<file path="src/rtl/codec_bridge_pkg.sv">
package codec_bridge_pkg;

  // Strobes from control to datapath, one cycle each
  typedef struct packed {
    logic acceptCmd;   // command word taken into the address/data fields
    logic commit;      // pending write byte goes into the bank
    logic capture;     // selected register is latched into the read-back byte
  } bridge_strobe_t;

  // Power-on contents of the register bank
  function automatic logic [7:0] bankDefault(input int idx);
    case (idx)
      0:  return 8'h0C;
      1:  return 8'hAA;
      2:  return 8'h78;
      5:  return 8'hFF;
      6:  return 8'h03;
      7:  return 8'h51;
      8:  return 8'h3F;
      11, 12, 13, 14, 15, 16: return 8'h04;
      17, 18: return 8'h0A;
      22: return 8'hC0;
      23: return 8'h34;
      24: return 8'h07;
      25: return 8'h44;
      26: return 8'h1F;
      default: return 8'h00;
    endcase
  endfunction

endpackage

</file>
<file path="src/rtl/codec_bridge_ctrl.sv">
module codec_bridge_ctrl
  import codec_bridge_pkg::*;
#(
  parameter int COMMIT_LAT = 4,
  parameter int READ_LAT   = 6
) (
  input  logic           clk,
  input  logic           rstN,
  input  logic           cmdWrEn,
  input  logic           reqBit,
  output logic           busy,
  output bridge_strobe_t strobe
);
  localparam int CW = $clog2(COMMIT_LAT + 1);
  localparam int RW = $clog2(READ_LAT + 1);

  logic [CW-1:0] commitCnt;
  logic [RW-1:0] readCnt;
  logic          readPend;
  logic          accept;

  assign accept = cmdWrEn & ~busy;

  always_ff @(posedge clk) begin
    if (!rstN) begin
      busy      <= 1'b0;
      commitCnt <= '0;
    end else if (accept && reqBit) begin
      busy      <= 1'b1;
      commitCnt <= CW'(COMMIT_LAT - 1);
    end else if (busy) begin
      if (commitCnt == '0) busy <= 1'b0;
      else                 commitCnt <= commitCnt - 1'b1;
    end
  end

  always_ff @(posedge clk) begin
    if (!rstN) begin
      readPend <= 1'b0;
      readCnt  <= '0;
    end else if (accept) begin
      readPend <= 1'b1;
      readCnt  <= RW'(READ_LAT - 1);
    end else if (readPend) begin
      if (readCnt == '0) readPend <= 1'b0;
      else               readCnt  <= readCnt - 1'b1;
    end
  end

  always_comb begin
    strobe.acceptCmd = accept;
    strobe.commit    = busy & (commitCnt == '0);
    strobe.capture   = readPend & (readCnt == '0);
  end

endmodule

</file>
<file path="src/rtl/codec_bridge_dp.sv">
module codec_bridge_dp
  import codec_bridge_pkg::*;
#(
  parameter int ADDR_W      = 7,
  parameter int DATA_W      = 8,
  parameter int NUM_REGS    = 28,
  parameter int STATUS_ADDR = 9,
  parameter int RAMP_UP_BIT = 3,
  parameter int RAMP_DN_BIT = 2,
  parameter int TEST_ADDR_A = 20,
  parameter int TEST_ADDR_B = 21
) (
  input  logic              clk,
  input  logic              rstN,
  input  bridge_strobe_t    strobe,
  input  logic [ADDR_W-1:0] wrAddr,
  input  logic [DATA_W-1:0] wrData,
  input  logic              rampUpPulse,
  input  logic              rampDnPulse,
  output logic [ADDR_W-1:0] addrQ,
  output logic [DATA_W-1:0] dinQ,
  output logic [DATA_W-1:0] dataQ,
  output logic              irq
);
  logic [DATA_W-1:0] bank [NUM_REGS];
  logic [DATA_W-1:0] rdSel;

  always_ff @(posedge clk) begin
    if (!rstN) begin
      addrQ <= '0;
      dinQ  <= '0;
    end else if (strobe.acceptCmd) begin
      addrQ <= wrAddr;
      dinQ  <= wrData;
    end
  end

  for (genvar i = 0; i < NUM_REGS; i++) begin : g_entry
    if (i == TEST_ADDR_A || i == TEST_ADDR_B) begin : g_blocked
      assign bank[i] = '0;
    end else begin : g_live
      logic [DATA_W-1:0] setMask;
      logic              hit;
      if (i == STATUS_ADDR) begin : g_status
        always_comb begin
          setMask = '0;
          setMask[RAMP_UP_BIT] = rampUpPulse;
          setMask[RAMP_DN_BIT] = rampDnPulse;
        end
      end else begin : g_plain
        assign setMask = '0;
      end
      assign hit = strobe.commit && (addrQ == ADDR_W'(i));
      always_ff @(posedge clk) begin
        if (!rstN) bank[i] <= DATA_W'(bankDefault(i));
        else       bank[i] <= (hit ? dinQ : bank[i]) | setMask;
      end
    end
  end

  always_comb begin
    rdSel = '0;
    for (int i = 0; i < NUM_REGS; i++)
      if (addrQ == ADDR_W'(i)) rdSel = bank[i];
  end

  always_ff @(posedge clk) begin
    if (!rstN)               dataQ <= '0;
    else if (strobe.capture) dataQ <= rdSel;
  end

  assign irq = bank[STATUS_ADDR][RAMP_UP_BIT] | bank[STATUS_ADDR][RAMP_DN_BIT];

endmodule

</file>
<file path="src/rtl/codec_reg_bridge.sv">
module codec_reg_bridge
  import codec_bridge_pkg::*;
#(
  parameter int BUS_W       = 32,
  parameter int ADDR_W      = 7,
  parameter int DATA_W      = 8,
  parameter int NUM_REGS    = 28,
  parameter int COMMIT_LAT  = 4,
  parameter int READ_LAT    = 6,
  parameter int STATUS_ADDR = 9,
  parameter int RAMP_UP_BIT = 3,
  parameter int RAMP_DN_BIT = 2,
  parameter int TEST_ADDR_A = 20,
  parameter int TEST_ADDR_B = 21
) (
  input  logic             clk,
  input  logic             rstN,
  input  logic             cmdWrEn,
  input  logic [BUS_W-1:0] cmdWdata,
  output logic [BUS_W-1:0] cmdRdata,
  output logic [BUS_W-1:0] dataRdata,
  input  logic             rampUpPulse,
  input  logic             rampDnPulse
);
  localparam int ADDR_LSB = 8;
  localparam int REQ_BIT  = 16;
  localparam int IRQ_BIT  = DATA_W;

  bridge_strobe_t    strobe;
  logic              busy;
  logic              irq;
  logic [ADDR_W-1:0] addrQ;
  logic [DATA_W-1:0] dinQ;
  logic [DATA_W-1:0] dataQ;

  codec_bridge_ctrl #(
    .COMMIT_LAT(COMMIT_LAT),
    .READ_LAT  (READ_LAT)
  ) u_ctrl (
    .clk    (clk),
    .rstN   (rstN),
    .cmdWrEn(cmdWrEn),
    .reqBit (cmdWdata[REQ_BIT]),
    .busy   (busy),
    .strobe (strobe)
  );

  codec_bridge_dp #(
    .ADDR_W     (ADDR_W),
    .DATA_W     (DATA_W),
    .NUM_REGS   (NUM_REGS),
    .STATUS_ADDR(STATUS_ADDR),
    .RAMP_UP_BIT(RAMP_UP_BIT),
    .RAMP_DN_BIT(RAMP_DN_BIT),
    .TEST_ADDR_A(TEST_ADDR_A),
    .TEST_ADDR_B(TEST_ADDR_B)
  ) u_dp (
    .clk        (clk),
    .rstN       (rstN),
    .strobe     (strobe),
    .wrAddr     (cmdWdata[ADDR_LSB +: ADDR_W]),
    .wrData     (cmdWdata[DATA_W-1:0]),
    .rampUpPulse(rampUpPulse),
    .rampDnPulse(rampDnPulse),
    .addrQ      (addrQ),
    .dinQ       (dinQ),
    .dataQ      (dataQ),
    .irq        (irq)
  );

  always_comb begin
    cmdRdata = '0;
    cmdRdata[REQ_BIT] = busy;
    cmdRdata[ADDR_LSB +: ADDR_W] = addrQ;
    cmdRdata[DATA_W-1:0] = dinQ;
    dataRdata = '0;
    dataRdata[IRQ_BIT] = irq;
    dataRdata[DATA_W-1:0] = dataQ;
  end

endmodule

</file>
<file path="config.mk">
export PLATFORM = sky130hd
export DESIGN_NAME = codec_reg_bridge
export DESIGN_NICKNAME = d
export VERILOG_FILES = /design/src/rtl/codec_bridge_pkg.sv /design/src/rtl/codec_bridge_ctrl.sv /design/src/rtl/codec_bridge_dp.sv /design/src/rtl/codec_reg_bridge.sv
export SDC_FILE = /design/constraint.sdc
export NUM_CORES = 1
export LEC_CHECK = 0
export BUFFER_PORTS_ARGS = -buffer_cell sky130_fd_sc_hd__buf_2
export CAP_MARGIN = 15
export CORE_ASPECT_RATIO = 0.9
export CORE_MARGIN = 2
export CORE_UTILIZATION = 38
export CTS_BUF_LIST = sky130_fd_sc_hd__clkbuf_4
export DETAILED_ROUTE_END_ITERATION = 8
export MAX_ROUTING_LAYER = met4
export PLACE_DENSITY = 0.56
export SYNTH_ARGS = -nofsm -noshare
export SYNTH_HDL_FRONTEND = slang
export SYNTH_HIERARCHICAL = 1
export SYNTH_SLANG_ARGS = --single-unit
export TNS_END_PERCENT = 20
</file>
<file path="constraint.sdc">
create_clock -name clk -period 4.1 [get_ports clk]
set_input_delay 0.205 -clock clk [delete_from_list [all_inputs] [get_ports clk]]
set_output_delay 0.205 -clock clk [all_outputs]
set_load 0.02 [all_outputs]
</file>
[Yosys cells after proc, flatten, opt, wreduce, memory -nomap -nowiden]
Index checks and enable logic that the tools add are counted.
Storage, ports and cells
  bits in registers: 239
  input port bits: 37
  output and inout port bits: 64
  logic and storage cells: 154
Operators by class
  $add $sub $neg: 2
  eq/ne operators: 29
  multiplexer cells: 41
  bitwise logic cells: 9
  reduce and logical (&&, ||, !) cells: 38
Operators by type and width (number)
  two-way mux 8 bit: 29
  equality test 7 x 5 -> 1 bit, second input constant: 12
  equality test 7 x 4 -> 1 bit, second input constant: 8
  equality test 7 x 3 -> 1 bit, second input constant: 4
  logical AND 1 bit: 27
  equality test 7 x 2 -> 1 bit, second input constant: 2
  two-way mux 3 bit: 3
  bitwise OR 8 x 4 -> 8 bit: 1
  AND reduction 2 bit: 4
  equality test 7 x 1 -> 1 bit, second input constant: 1
  zero test 7 bit: 1
  zero test 3 bit: 2
  two-way mux 1 bit: 6
  two-way mux 2 bit: 3
  subtractor 3 x 1 -> 3 bit, second input constant: 2
  != test 2 x 1 -> 1 bit, second input constant: 2
  inverter 1 bit: 4
  nonzero test 2 bit: 2
  OR reduction 2 bit: 2
  AND 1 bit: 3
  bitwise OR 1 bit: 1

[Depth between registers and ports, before layout]
  word-level depth: 29
  mapped depth: 10
  depth with buffers taken out: 9

[Hierarchy]
The synthesis kept the hierarchy.
Modules (own cells, without submodules)
  codec_bridge_dp: times used 1, cells each 1424, area an instance 11328.4 um^2, seq. area each 4624.4 um^2
  codec_bridge_ctrl: times used 1, cells each 50, area an instance 435.4 um^2, seq. area each 160.2 um^2
  codec_reg_bridge: times used 1, cells each 42, area an instance 311.5 um^2, seq. area each 0.0 um^2

[Worst setup path after synthesis]
No wires, ideal clock.
  path type: register to register
  start: reg u_dp.addrQ[1]
  end: reg u_dp.dataQ[6]
  setup time: 0.117 ns
  data arrival time: 2.042 ns
  required time: 3.983 ns
  setup slack: 1.941 ns
  cell stages (with the launch flop): 10
  buffers on the path: 3
  clock period less this slack: 2.159 ns
  cell sequence: dfxtp_1 buf_6 or3_1 buf_6 nor2_4 buf_6 o21ai_1 a32o_1 a211o_1 a32o_1
On the way
  cells in the longest elaborated chain, start to end: 29
  elaborated cells between the ends (all ways): 56
  those cells by class: eq/ne: 27; mux: 28; reduce/logical: 1
RTL lines
  start: declaration: line codec_bridge_dp.sv:20  | output logic [ADDR_W-1:0] addrQ,
  start signal: assignment: line codec_bridge_dp.sv:33  | addrQ <= wrAddr;
  zero test 7 bit: line codec_bridge_dp.sv:64  | if (addrQ == ADDR_W'(i)) rdSel = bank[i];
  two-way mux 8 bit (27 in a row): line codec_bridge_dp.sv:64
  two-way mux 8 bit (*): line codec_bridge_dp.sv:64
  end signal: assignment: line codec_bridge_dp.sv:69  | else if (strobe.capture) dataQ <= rdSel;
  end: declaration: line codec_bridge_dp.sv:22  | output logic [DATA_W-1:0] dataQ,
Mark *: on every way between the ends. The rest lies on a longest branch, timed or not.
A chain may end at the register's enable or synchronous reset.

[Final worst setup path]
  start: reg u_dp.addrQ[4]
  end: reg u_dp.dataQ[2]
The elaborated chain is that of the path after synthesis.

==> metrics.yaml <==
pre_cts_ws_ns: 1.15
syn-mean-instance-area_um2: 7.97
die_h_um: 173
numClockSinks: 239
p_leak_nw: 5.06
hold_viol: 0
cts_root_buf: "clkbuf_4"
ys_seq_area_share_pct: 39.6
synthFlopType: "dfxtp_1"
core_area_um2: 31100
end_kind: "flop"
nNetsFinal: 1614
port_buffers: 45
synth_top_cells_by_area: "dfxtp_1 (40%), nand2_1 (12%), a21boi_0 (6.7%), mux2i_1 (4.7%), nand3_1 (4.4%)"
synthCells: 1516
crit_fanout: 20
totalWireLength_um: 42200
relSlewSlack_pct: 27.0
num_io_pins: 101
critPathTopFamily: "simple AND/OR/NAND/NOR gates"
area_growth_pct: 11.7
powerDensity_nw_per_um2: 393
yosysUniqueCellTypes: 82
dp_hpwl_um: 27700
die-area_um2: 33200
cp.required_ns: 4.70
clkTransAtPathRegs_ns: 0.06
grt_first_pass_wirelength_um: 63500
yosysWarningCount: 6
vias: 11500
synth_edf_count: 0
rsz0062_at_grt: "no"
start_kind: "flop"
fmax_mhz: 330
crit_chain: "nor4bb_2 -> nand2_1 -> o22ai_1 -> a2111oi_0 -> a31oi_1 -> a211oi_1"
yosysTopAreaCell: "dfxtp_1"
drv_cap: 0
cts_tree: "yes"
yosysTopAreaCellShare_pct: 39.6
vdd_drop_max_v: 0.000235
numCtsBuffers: 68
initial_utilization_pct: 38.9
synth_common_cells: "nand2_1 (399), dfxtp_1 (239), a21boi_0 (107)"
dr.pass1.iters: 8
critPathMaxStageDelay_ns: 0.83
drive_gt1_share_pct: 13.7
ctsHtreeMaxLevel: 3
critical_path_class: "flop to flop"
fillers: 3209
arrival_ns: 3.63
final_antenna_net_count: 0
grt_max_degree: 95
track_usage_pct: 25.8
clk_latency_ns: 0.72
drv_slew: 0
tightest_slew_ns: 1.09
setup_viol: 0
worst_slack_ns: 1.07
grt-ovfl-total: 0
first_global_vias: 10600
final.setup.tns_ns: 0
path_buf_inv: 0
antenna_found_initial: 1
placedCellCount: 1892
routedWlPerCell_um: 20.9
reg2reg_slack_ns: 1.07
outcome: "complete, no violations"
stdcell_count: 2023
die_w_um: 192
fin_crit_ns: 3.03
async_flop_share_pct: 0
rows: 61
slowest_stage: "dfxtp_1"
gp_congestion: 0.970
synthesis.area_um2: 12100
drc: 0
viasPerCell: 5.68
skew_ns: 0.0501
ys_ff_latch: 239
yosysMostFrequentCell: "nand2_1"
clock_path_buffers: 3
hold_class: "primary input to flop"
drtIter0Drc: 1358
finalCritPeriodShare_pct: 74.0
post_cts_resized: 0
kinds of logic (layout without fill, tap and decap cells):
logic type / Yosys count / count (layout) / share of synthesized area (%)
flops: 239 / 239 / 39.6
other cells: 1 / 42 / 0.0311
buf+inv: 173 / 230 / 7.40
simple gates: 704 / 704 / 26.8
fa+ha+maj: 4 / 4 / 0.414
mux: 68 / 68 / 5.84
compound gates: 327 / 327 / 19.9
state kept, by name, indices dropped and copies added (netlist names):
| register | count |
|---|---|
| u_dp/bank | 208 |
| u_dp/dataQ | 8 |
| u_ctrl/readCnt | 3 |
| u_ctrl/readPend | 1 |
| u_dp/dinQ | 8 |
| u_ctrl/commitCnt | 3 |
| u_ctrl/busy | 1 |
| u_dp/addrQ | 7 |
layout make-up:
type	count	area [um2]	share of cell area, %
inverters	22	85.1	0.631
clock inverters	10	118	0.872
clock buffers	98	736	5.46
repair buffers	100	694	5.15
multi-input cells	1142	6550	48.5
flip-flops and latches	239	4790	35.5
well taps	409	512	3.79
diodes	3	7.51	0.0557
final timing paths:
kind                     to  cells past startpoint            from
max           u_dp/dataQ[2]                      6   u_dp/addrQ[4]
min          u_dp/bank[146]                      3     rampDnPulse
max reg2reg   u_dp/dataQ[2]                      6   u_dp/addrQ[4]
min reg2reg  u_dp/bank[107]                      2  u_dp/bank[107]
worst register-to-register path, stage by stage (launching register included):
cell,delay [ns]
dfxtp_1,0.83
nor4bb_2,0.72
nand2_1,0.41
o22ai_1,0.34
a2111oi_0,0.19
a31oi_1,0.31
a211oi_1,0.12
layer usage:
layer,wire [um],track usage (%),vias to the layer above
met5,0,-,-
met1,18800,35.9,5456
met3,4130,5.87,104
met2,17800,36.1,601
met4,1490,9.62,0
li1,-,-,5339
layout by cell type (no fill, tap or decap), types with 13 or more instances in the layout:
cell and instances:
nand3_1 106, conb_1 39, nor2_1 53, nor2b_1 55, nand2_1 399, o21ai_0 31, a21boi_1 17, mux2i_1 57
dfxtp_1 237, inv_1 20, a21oi_1 24, buf_4 35, a21boi_0 107, a22oi_1 13, buf_2 44, dlygate4sd3_1 20
nor3_1 21, clkbuf_4 98, o22ai_1 20
repair_timing:
item	4_1_cts	5_1_grt
setup buffers	0	0
hold endpoints to repair	57	0
hold buffers	20	0
per-stage QoR:
stage / power [mW] / util [%] / hold WS (ns) / area [um2]
6_report: 5.30 / 43.4 / 0.253 / 13500
5_1_grt: 5.52 / 43.4 / 0.233 / 13500
4_1_cts: 5.35 / 43.4 / 0.221 / 13500
3_5_place_dp: 3.04 / 40.0 / 0.428 / 12400
3_3_place_gp: 3.04 / 40.0 / 0.423 / 12400
2_1_floorplan: 2.86 / - / 0.322 / 12200
where the power goes:
part	internal, mW	switching, mW
logic	0.190	0.440
clock network	1.27	1.01
registers	2.35	0.0440
total	3.81	1.49
(Power assumes the default switching activity.)
